===== src/rtl/bcm_pkg.sv =====
package bcm_pkg;

    typedef enum logic [1:0] {
        ST_IDLE = 2'd0,
        ST_FIND = 2'd1,
        ST_SIZE = 2'd2,
        ST_DONE = 2'd3
    } bcm_state_e;

endpackage


===== src/rtl/bcm_bank_map.sv =====
module bcm_bank_map #(
    parameter int WORD_W = 30,
    parameter int BANKS  = 32,
    parameter int HASH   = 0
) (
    input  logic [WORD_W-1:0]          word_i,
    output logic [$clog2(BANKS)-1:0]   bank_o
);
    localparam int BANK_W = $clog2(BANKS);

    generate
        if (HASH == 0) begin : g_plain
            // bank = word modulo bank count
            always_comb begin
                bank_o = BANK_W'(word_i % BANKS);
            end
        end else begin : g_fold
            // xor-fold every word bit onto the bank index
            always_comb begin
                bank_o = '0;
                for (int i = 0; i < WORD_W; i++) begin
                    bank_o[i % BANK_W] = bank_o[i % BANK_W] ^ word_i[i];
                end
            end
        end
    endgenerate
endmodule


===== src/rtl/bcm_lane_match.sv =====
module bcm_lane_match #(
    parameter int LANES  = 32,
    parameter int WORD_W = 30,
    parameter int BANK_W = 5,
    parameter int CNT_W  = 6
) (
    input  logic [WORD_W-1:0]             sel_word_i,
    input  logic [BANK_W-1:0]             sel_bank_i,
    input  logic [LANES-1:0][WORD_W-1:0]  words_i,
    input  logic [LANES-1:0][BANK_W-1:0]  banks_i,
    input  logic [LANES-1:0]              elig_i,
    output logic [CNT_W-1:0]              bank_hits_o,
    output logic [CNT_W-1:0]              word_hits_o
);
    always_comb begin
        bank_hits_o = '0;
        word_hits_o = '0;
        for (int j = 0; j < LANES; j++) begin
            if (elig_i[j] && banks_i[j] == sel_bank_i)
                bank_hits_o = bank_hits_o + 1'b1;
            if (elig_i[j] && words_i[j] == sel_word_i)
                word_hits_o = word_hits_o + 1'b1;
        end
    end
endmodule


===== src/rtl/smem_conflict_est.sv =====
module smem_conflict_est
    import bcm_pkg::*;
#(
    parameter int LANES      = 32,
    parameter int BANKS      = 32,
    parameter int WORD_BYTES = 4,
    parameter int PARTS      = 1,
    parameter int ADDR_W     = 32,
    parameter int BANK_HASH  = 0
) (
    input  logic                          clk,
    input  logic                          rst_n,
    input  logic                          req_valid_i,
    input  logic [LANES-1:0]              req_mask_i,
    input  logic [LANES-1:0][ADDR_W-1:0]  req_addr_i,
    input  logic                          ack_i,
    output logic                          done_o,
    output logic [$clog2(LANES+1)-1:0]    cycles_o,
    output logic                          pred_off_o
);
    localparam int OFF_W      = $clog2(WORD_BYTES);
    localparam int WORD_W     = ADDR_W - OFF_W;
    localparam int BANK_W     = $clog2(BANKS);
    localparam int CNT_W      = $clog2(LANES + 1);
    localparam int IDX_W      = $clog2(LANES);
    localparam int PART_LANES = LANES / PARTS;
    localparam int PL_W       = $clog2(PART_LANES);

    typedef struct packed {
        bcm_state_e                      state;
        logic [IDX_W-1:0]                idx;
        logic [LANES-1:0]                mask;
        logic [LANES-1:0][WORD_W-1:0]    word;
        logic                            bc_valid;
        logic [BANK_W-1:0]               bc_bank;
        logic [WORD_W-1:0]               bc_word;
        logic [CNT_W-1:0]                bc_n;
        logic [CNT_W-1:0]                part_max;
        logic [CNT_W-1:0]                total;
        logic                            pred;
    } est_state_t;

    est_state_t r_q, r_d;

    logic [LANES-1:0][BANK_W-1:0] bank_of;
    logic [LANES-1:0]             elig;
    logic [WORD_W-1:0]            cur_word;
    logic [BANK_W-1:0]            cur_bank;
    logic                         cur_act;
    logic [CNT_W-1:0]             bank_hits, word_hits;

    generate
        for (genvar g = 0; g < LANES; g++) begin : g_map
            bcm_bank_map #(
                .WORD_W (WORD_W),
                .BANKS  (BANKS),
                .HASH   (BANK_HASH)
            ) u_map (
                .word_i (r_q.word[g]),
                .bank_o (bank_of[g])
            );
        end
    endgenerate

    // lanes that are active and share the cursor lane's part
    always_comb begin
        for (int j = 0; j < LANES; j++) begin
            elig[j] = r_q.mask[j] &&
                      ((IDX_W'(j) >> PL_W) == (r_q.idx >> PL_W));
        end
        cur_word = r_q.word[r_q.idx];
        cur_bank = bank_of[r_q.idx];
        cur_act  = r_q.mask[r_q.idx];
    end

    bcm_lane_match #(
        .LANES  (LANES),
        .WORD_W (WORD_W),
        .BANK_W (BANK_W),
        .CNT_W  (CNT_W)
    ) u_match (
        .sel_word_i  (cur_word),
        .sel_bank_i  (cur_bank),
        .words_i     (r_q.word),
        .banks_i     (bank_of),
        .elig_i      (elig),
        .bank_hits_o (bank_hits),
        .word_hits_o (word_hits)
    );

    logic             part_end, better;
    logic [CNT_W-1:0] discount, adj, new_max;

    always_comb begin
        r_d      = r_q;
        part_end = &r_q.idx[PL_W-1:0];
        better   = !r_q.bc_valid || (cur_bank < r_q.bc_bank) ||
                   (cur_bank == r_q.bc_bank && cur_word < r_q.bc_word);
        discount = (r_q.bc_valid && cur_bank == r_q.bc_bank) ?
                   (r_q.bc_n - 1'b1) : '0;
        adj      = bank_hits - discount;
        new_max  = (cur_act && adj > r_q.part_max) ? adj : r_q.part_max;

        case (r_q.state)
            ST_IDLE: begin
                if (req_valid_i) begin
                    for (int l = 0; l < LANES; l++)
                        r_d.word[l] = WORD_W'(req_addr_i[l] >> OFF_W);
                    r_d.mask     = req_mask_i;
                    r_d.idx      = '0;
                    r_d.bc_valid = 1'b0;
                    r_d.part_max = '0;
                    r_d.total    = '0;
                    r_d.pred     = (req_mask_i == '0);
                    r_d.state    = (req_mask_i == '0) ? ST_DONE : ST_FIND;
                end
            end
            ST_FIND: begin
                // first pass: lowest (bank, word) pair with duplicates
                if (cur_act && word_hits > 1 && better) begin
                    r_d.bc_valid = 1'b1;
                    r_d.bc_bank  = cur_bank;
                    r_d.bc_word  = cur_word;
                    r_d.bc_n     = word_hits;
                end
                if (part_end) begin
                    r_d.state = ST_SIZE;
                    r_d.idx   = r_q.idx - IDX_W'(PART_LANES - 1);
                end else begin
                    r_d.idx = r_q.idx + 1'b1;
                end
            end
            ST_SIZE: begin
                // second pass: busiest bank after the discount
                if (part_end) begin
                    r_d.total    = r_q.total + new_max;
                    r_d.part_max = '0;
                    r_d.bc_valid = 1'b0;
                    if (r_q.idx == IDX_W'(LANES - 1)) begin
                        r_d.state = ST_DONE;
                    end else begin
                        r_d.state = ST_FIND;
                        r_d.idx   = r_q.idx + 1'b1;
                    end
                end else begin
                    r_d.part_max = new_max;
                    r_d.idx      = r_q.idx + 1'b1;
                end
            end
            ST_DONE: begin
                if (ack_i) r_d.state = ST_IDLE;
            end
            default: r_d.state = ST_IDLE;
        endcase
    end

    always_ff @(posedge clk or negedge rst_n) begin
        if (!rst_n) r_q <= '0;
        else        r_q <= r_d;
    end

    assign done_o     = (r_q.state == ST_DONE);
    assign cycles_o   = r_q.total;
    assign pred_off_o = r_q.pred;

    // bounded result for requests with an active lane
    a_r5_bounds: assert property (@(posedge clk) disable iff (!rst_n)
        (done_o && !pred_off_o) |-> (cycles_o >= 1 && cycles_o <= CNT_W'(LANES)));

    // all-inactive request reports zero
    a_r6_pred_zero: assert property (@(posedge clk) disable iff (!rst_n)
        (done_o && pred_off_o) |-> (cycles_o == '0));

    // all-inactive request finishes at once
    a_r6_fast_done: assert property (@(posedge clk) disable iff (!rst_n)
        (r_q.state == ST_IDLE && req_valid_i && req_mask_i == '0) |=> (done_o && pred_off_o));

    // held result until acknowledge
    a_r8_hold: assert property (@(posedge clk) disable iff (!rst_n)
        (done_o && !ack_i) |=> (done_o && $stable(cycles_o) && $stable(pred_off_o)));

    // acknowledge releases the result
    a_r8_release: assert property (@(posedge clk) disable iff (!rst_n)
        (done_o && ack_i) |=> !done_o);

    // a broadcast candidate always has duplicates
    a_r3_bcast_dup: assert property (@(posedge clk) disable iff (!rst_n)
        r_q.bc_valid |-> (r_q.bc_n >= 2));
endmodule


===== config.mk =====
export PLATFORM = sky130hd
export DESIGN_NAME = smem_conflict_est
export DESIGN_NICKNAME = d
export VERILOG_FILES = /design/src/rtl/bcm_pkg.sv /design/src/rtl/bcm_bank_map.sv /design/src/rtl/bcm_lane_match.sv /design/src/rtl/smem_conflict_est.sv
export SDC_FILE = /design/constraint.sdc
export NUM_CORES = 2
export LEC_CHECK = 0
export BUFFER_PORTS_ARGS = -buffer_cell sky130_fd_sc_hd__buf_2
export CORE_AREA = 2 2 414 416
export DETAILED_ROUTE_END_ITERATION = 8
export DIE_AREA = 0 0 416 418
export GPL_TIMING_DRIVEN = 0
export MAX_ROUTING_LAYER = met4
export SLEW_MARGIN = 20
export SYNTH_ARGS = -nofsm -noshare
export SYNTH_HDL_FRONTEND = slang
export SYNTH_SLANG_ARGS = --single-unit

===== constraint.sdc =====
create_clock -name clk -period 40.4 [get_ports clk]
set_input_delay 4.04 -clock clk [delete_from_list [all_inputs] [get_ports clk]]
set_output_delay 4.04 -clock clk [all_outputs]
set_load 0.01 [all_outputs]

## After elaboration in Yosys (flattened, before gate mapping)

Cells that the tools add are included.

| storage, ports and cells | value |
|---|---|
| flip-flop bits (word level) | 1,054 |
| input bits | 1,060 |
| output and inout port bits | 8 |
| logic and storage cells | 363 |

| cells by class | value |
|---|---|
| add/sub/neg operators | 67 |
| magnitude comparators | 5 |
| eq/ne operators | 75 |
| mux-type cells | 90 |
| reduce and logical (&&, ||, !) cells | 84 |

Operator list:

| kind | count |
|---|---|
| 1000-bit two-way mux | 1 |
| 30-bit equality test | 32 |
| 6-bit two-way mux | 66 |
| 6-bit by 1-bit adder with 6-bit output, second input constant | 60 |
| 5-bit equality test | 33 |
| 30-bit binary-select mux with 5-bit select | 1 |
| 1-bit logical AND | 69 |
| 42-bit two-way mux | 1 |
| 32-bit logical NOT | 1 |
| 30-bit < comparator | 1 |
| 30-bit two-way mux | 1 |
| 5-bit binary-select mux with 5-bit select | 1 |
| 12-bit case mux with 2 select lines | 1 |
| 5-bit two-way mux | 4 |
| 5-bit case mux with 3 select lines | 1 |
| 13-bit two-way mux | 1 |
| 2-bit two-way mux | 5 |
| 2-bit != test, second input constant | 5 |
| 2-bit case mux with 4 select lines | 1 |
| 4-bit AND reduction | 2 |
| 6-bit adder | 1 |
| 6-bit by 1-bit > comparator with 1-bit output, second input constant | 1 |
| 6-bit > comparator | 1 |
| 5-bit by 6-bit < comparator with 1-bit output, second input constant | 1 |
| 21 further kinds | 30 |

## Longest topological paths before layout

| depth | value |
|---|---|
| word-level depth | 74 |
| mapped depth | 135 |
| mapped depth without buffers | 128 |

## Cells and area by module

From an unflattened synthesis, not the netlist that was laid out.

| second synthesis, totals | value |
|---|---|
| cell total of the unflattened synthesis | 6,068 |
| area, all modules | 72,957.5 um^2 |

By module, submodules not included:

| module | times used | cells an instance | area an instance (um^2) | sequential area each (um^2) |
|---|---|---|---|---|
| smem_conflict_est | 1 | 3,067 | 49,672.6 | 26,375.3 |
| bcm_lane_match | 1 | 2,841 | 22,083.7 | 0.0 |
| bcm_bank_map | 32 | 5 | 37.5 | 0.0 |

## Worst setup path before layout

OpenSTA, ideal clock, no wires.

| timing | value |
|---|---|
| kind | register to register |
| start | register r_q[1047] (netlist name) |
| end | register r_q, in the netlist cycles_o[5] |
| setup time | 0.121 ns |
| arrival | 26.296 ns |
| required time | 40.279 ns |
| slack | 13.983 ns |
| cell stages (with the launch flop) | 134 |
| path buffers | 7 |
| period minus slack after synthesis | 26.417 ns |
| path through | dfrtp_1 -> buf_2 -> and2_1 -> buf_2 -> buf_2 -> a22oi_1 -> a21oi_1 -> nor4_4 -> buf_4 -> buf_1 -> buf_1 -> xor2_1 -> nor4_1 -> and3_1 -> ha_1 -> inv_1 -> nand3_1 -> and2_1 -> [98 not listed] -> and3_1 -> o21a_1 -> or3_1 -> a21oi_1 -> nor2_1 -> ha_1 -> nand4_1 -> o21ai_0 -> clkbuf_1 -> mux2_2 -> ha_1 -> a21o_1 -> a21oi_1 -> o21bai_1 -> a21oi_1 -> xor2_1 -> xnor2_1 -> a22o_1 |

| between the ends | value |
|---|---|
| longest elaborated chain between the ends | 74 |
| elaborated cells between the ends (all ways) | 144 |
| classes of those cells | add/sub (33); order compare (1); eq/ne (34); mux (40); reduce/logical (36) |

RTL lines:

| element | line | RTL |
|---|---|---|
| start, declared | smem_conflict_est.sv:43 | `est_state_t r_q, r_d;` |
| start signal, assigned | smem_conflict_est.sv:159 | `else r_q <= r_d;` |
| 5-bit binary-select mux with 5-bit select * | smem_conflict_est.sv:72 | `cur_bank = bank_of[r_q.idx];` |
| 5-bit two-way mux (not written as such) * | smem_conflict_est.sv:72 |  |
| via cur_bank[3] | smem_conflict_est.sv:48 | `logic [BANK_W-1:0] cur_bank;` |
| 5-bit equality test | bcm_lane_match.sv:19 | `if (elig_i[j] && banks_i[j] == sel_bank_i)` |
| 1-bit logical AND | bcm_lane_match.sv:19 |  |
| 1-bit two-way mux | bcm_lane_match.sv:19 |  |
| 1-bit by 1-bit adder with 2-bit output | bcm_lane_match.sv:20 | `bank_hits_o = bank_hits_o + 1'b1;` |
| 6-bit two-way mux | bcm_lane_match.sv:19 |  |
| [59 not listed] | -- |  |
| 6-bit two-way mux | bcm_lane_match.sv:19 |  |
| 6-bit subtractor * | smem_conflict_est.sv:101 | `adj = bank_hits - discount;` |
| 6-bit > comparator | smem_conflict_est.sv:102 | `new_max = (cur_act && adj > r_q.part_max) ? adj : r_q.part_max;` |
| 1-bit logical AND | smem_conflict_est.sv:102 |  |
| 6-bit two-way mux * | smem_conflict_est.sv:102 |  |
| 6-bit adder * | smem_conflict_est.sv:136 | `r_d.total = r_q.total + new_max;` |
| 6-bit two-way mux * | smem_conflict_est.sv:135 | `if (part_end) begin` |
| 12-bit case mux with 2 select lines * | smem_conflict_est.sv:104 | `case (r_q.state)` |

The timed path passes the listed nets; every way through them passes the cells marked *. The select of a mux whose other input is x is not followed.
A chain may end at the register's enable or synchronous reset.

## Final worst setup path

Ends and elaborated chain as after synthesis.

==> impl_metrics.py <==
metrics = {
    "critical_path": {
        "endpoint_kind": "register",
        "crit_type": "register to register",
        "r2r_start": "r_q[1047]",
        "crit_top_cell": "ha_1",
        "rr_worst_depth": 132,
        "critPathMaxStageDelay_ps": 890,
        "worstSetupStartpointType": "register",
        "cp.arrival_ps": 34160,
        "r2r_end": "cycles_o[5]",
        "critical_path_required_ps": 41100,
        "worst-path-max-fanout": 10,
        "critPathSlowestCell": "buf_1",
        "r2r_slack_ps": 6940,
    },
    "min_path": {
        "worstHoldStart": "pred_off_o",
        "min_path_cells": 1,
        "min_to": "pred_off_o",
        "hold_class": "register to register",
    },
    "global_route": {
        "grt_max_degree": 138,
        "grt_antenna_before_repair": 55,
        "grt.busiest_layer": "met2",
        "grt_pass1_wl_mm": 565,
        "grtUsageMet2_pct": 71.6,
        "use_met1_pct": 60.0,
        "track_usage_pct": 49.6,
        "grt-ovfl-total": 0,
        "grtUsageMet3_pct": 12.0,
        "first_global_vias": 66600,
    },
    "floorplan": {
        "die_y_um": 418,
        "core-area_sq_mm": 0.169,
        "die-area_sq_mm": 0.174,
        "rows": 151,
        "initial_core_util_pct": 40.7,
        "die_w_um": 416,
        "io_pins": 1068,
    },
    "routing": {
        "drt_iter0_markers": 9473,
        "routedWlPerCell_um": 36.9,
        "drc": 0,
        "first_pass_iters": 6,
        "ant_nets": 0,
        "vias": 69900,
        "vias_per_cell": 6.01,
        "drt_wl_total_mm": 429,
    },
    "synthesis": {
        "synth_edf_count": 0,
        "yosys_warnings": 0,
        "synthMuxAreaShare_pct": 8.75,
        "syn_area_per_cell_sq_um": 8.49,
        "synth_area_leaders": "dfrtp_1 (38%), nand2_1 (17%), xnor2_1 (11%), mux2i_1 (6.7%), xor2_1 (4.1%)",
        "async_reset_ff_share_pct": 100,
        "synth_top_family_by_area": "simple AND/OR/NAND/NOR gates",
        "netlist.area_leader.share_pct": 38.1,
        "synth_area_leader_cell": "dfrtp_1",
        "synth-xor-area-share_pct": 16.8,
        "syn_area_sq_mm": 0.0688,
        "synthFlopType": "dfrtp_1",
        "syn-num-nets": 9288,
        "synth_cell_type_count": 94,
        "synthAdderAreaFrac_pct": 2.15,
        "ys_ff_latch": 1049,
        "seq_area_frac_synth_pct": 38.1,
        "synthSimpleGateAreaFrac_pct": 24.4,
        "syn-instance-count": 8111,
        "synth-compound-area-share_pct": 6.16,
    },
    "timing": {
        "rsz0062_at_grt": "no",
        "maxSlewHeadroom_pct": 13.2,
        "tightestPinTransition_ps": 1300,
        "period_needed_ps": 33460,
        "fin_tns_setup_ps": 0,
        "clock_skew_ps": 36.3,
        "hold_viol_final": 0,
        "max_freq_ghz": 0.0299,
        "hold-worst-slack_ps": 488,
        "maxSlewViolCount": 0,
        "setup_viol": 0,
        "fin_crit_sh_pct": 82.8,
    },
    "placement": {
        "port_buffers": 1003,
        "hpwl_mm": 351,
        "gp_congestion": 1.13,
    },
    "layout": {
        "drive_gt1_share_pct": 16.8,
        "area_delta_synth_final_pct": 18.6,
        "final_nets": 10400,
        "regArea_sq_mm": 0.0263,
        "multi_input_area_sq_mm": 0.0402,
        "final.fill_count": 16700,
    },
    "cts": {
        "clk_path_buf_depth": 3,
        "cts_buffers": 118,
        "cts_setup_buffers": 0,
        "clk_pin_slew_worst_paths_ps": 70,
        "cts_root_buf": "clkbuf_16",
        "holdBufCountCts": 0,
        "clock_latency_ps": 840,
        "cts_tree": "built",
        "cts_sinks": 1049,
        "cts-resized-gates": 0,
        "cts.htree.levels": 3,
    },
    "pwr": {
        "p_seq_share_pct": 28.7,
        "combPwrFrac_pct": 57.0,
        "power_frac_clock_pct": 14.4,
        "irDropWorstVdd_v": 0.0000562,
        "power_density_mw_per_mm2": 101,
        "p_leak_nw": 38.5,
        "swShare_pct": 53.4,
        "internal-power_w": 0.00385,
        "switchingPower_w": 0.00441,
    },
    "status": {
        "outcome": "finished clean",
    },
    "run": {
        "maxCapViolCount": 0,
    },
}
[critical path, delay by kind of cell, from the launching register on]
kind                     cells  cell delay (ps)
flip-flops                   1              380
adder cells (fa/ha/maj)     33             9890
multiplexers                10             2710
AO/OA/AOI/OAI               37             7650
AND/OR/NAND/NOR             33             6890
buffers and inverters       13             4190
XOR/XNOR                     6             1510
[logic make-up after synthesis]
group                    count (synthesis)
adder cells (fa/ha/maj)                117
AND/OR/NAND/NOR                       3943
multiplexers                           552
XOR/XNOR                              1239
buffers and inverters                  583
AO/OA/AOI/OAI                          628
flip-flops                            1049
[power by group through the flow]
stage | Sequential, W | Clock [W] | Combinational (W)
final | 0.00237 | 0.00119 | 0.00471
after global placement | 0.00232 | 0 | 0.00442
after floorplan | 0.00188 | 0 | 0.00292
after global routing | 0.00235 | 0.00123 | 0.00492
after detailed placement | 0.00233 | 0 | 0.00451
after CTS | 0.00232 | 0.00119 | 0.00453
[cells in the mapped netlist, types with 10 or more instances]
master and count:
and2_1 27, xnor3_1 29, xnor2_2 10, a21o_1 13, nand3_1 96, buf_1 56, a21oi_1 178, xnor2_1 864
clkbuf_1 296, mux2_1 28, mux2i_1 460, nor3_1 54, o22ai_1 11, buf_2 59, nor3b_1 11, ha_1 115
nor4_1 105, a22o_1 17, mux4_2 34, and3_1 28, xor2_1 319, or2_2 12, inv_1 114, nand4_1 194
nand2b_1 27, a31oi_1 20, buf_4 46, or3_1 17, nor4_4 27, o21a_1 17, o31ai_1 14, mux2_2 30
a22oi_1 222, nand2_1 3135, nor2_1 143, dfrtp_1 1049, and4_1 10, o21ai_0 50, nor2b_1 23, o211ai_1 11
[sequential cells by signal, summed over array words and instances, names as in the netlist]
register    count
cycles_o        6
pred_off_o      1
elig           32
r_q          1010
[area by class of cell]
class,count,area share [%]
sequential,1049,32.2
clock buffer,160,4.12
buffer,465,2.60
tap,2218,3.40
multi-input combinational,6479,49.3
inverter,118,0.543
clock inverter,62,1.03
antenna,43,0.132
timing repair buffer,1029,6.71
[cells in the final DEF, fill, tap and decap left out, types with 28 or more instances in the layout]
cell type	instances
nand2_1	3135
buf_2	1089
dfrtp_1	1049
xnor2_1	864
mux2i_1	460
xor2_1	319
clkbuf_1	277
a22oi_1	222
nand4_1	194
a21oi_1	178
nor2_1	139
clkbuf_16	119
ha_1	115
inv_1	114
nand3_1	96
nor4_1	88
buf_4	54
nor3_1	50
o21ai_0	50
diode_2	43
clkbuf_2	37
mux4_2	34
mux2_2	30
buf_1	29
xnor3_1	29
and3_1	28
mux2_1	28
[through the flow]
stage | total power [W] | utilization [%] | worst slack [ps] | std cells | instance area, sq um
2_1_floorplan | 0.00480 | - | 13980 | 8111 | 68800
3_3_place_gp | 0.00674 | 45.3 | 7680 | 11300 | 76600
3_5_place_dp | 0.00684 | 45.7 | 7330 | 11400 | 77300
4_1_cts | 0.00804 | 48.2 | 7220 | 11600 | 81500
5_1_grt | 0.00850 | 48.2 | 4770 | 11600 | 81600
6_report | 0.00826 | 48.3 | 6940 | 11600 | 81600
[worst max path at each step]
stage | cells after the start | startpoint | slack, ps | end
3_5_place_dp | 132 | r_q[1047] | 7330 | cycles_o[5]
2_1_floorplan | 133 | r_q[1047] | 13980 | cycles_o[5]
4_1_cts | 132 | r_q[1047] | 7220 | cycles_o[5]
3_3_place_gp | 132 | r_q[1047] | 7680 | cycles_o[5]
6_report | 132 | r_q[1047] | 6940 | cycles_o[5]
5_1_grt | 133 | r_q[1047] | 4770 | cycles_o[5]
[layer usage]
| layer | vias up | part of all wire, % | routed length [um] |
|---|---|---|---|
| li1 | 29200 | - | - |
| met1 | 34800 | 38 | 164000 |
| met2 | 4555 | 43 | 183000 |
| met3 | 1275 | 9.7 | 41700 |
| met4 | 0 | 9.4 | 40400 |
| met5 | - | 0 | 0 |
No activity file was read; power rests on OpenSTA's default activity.
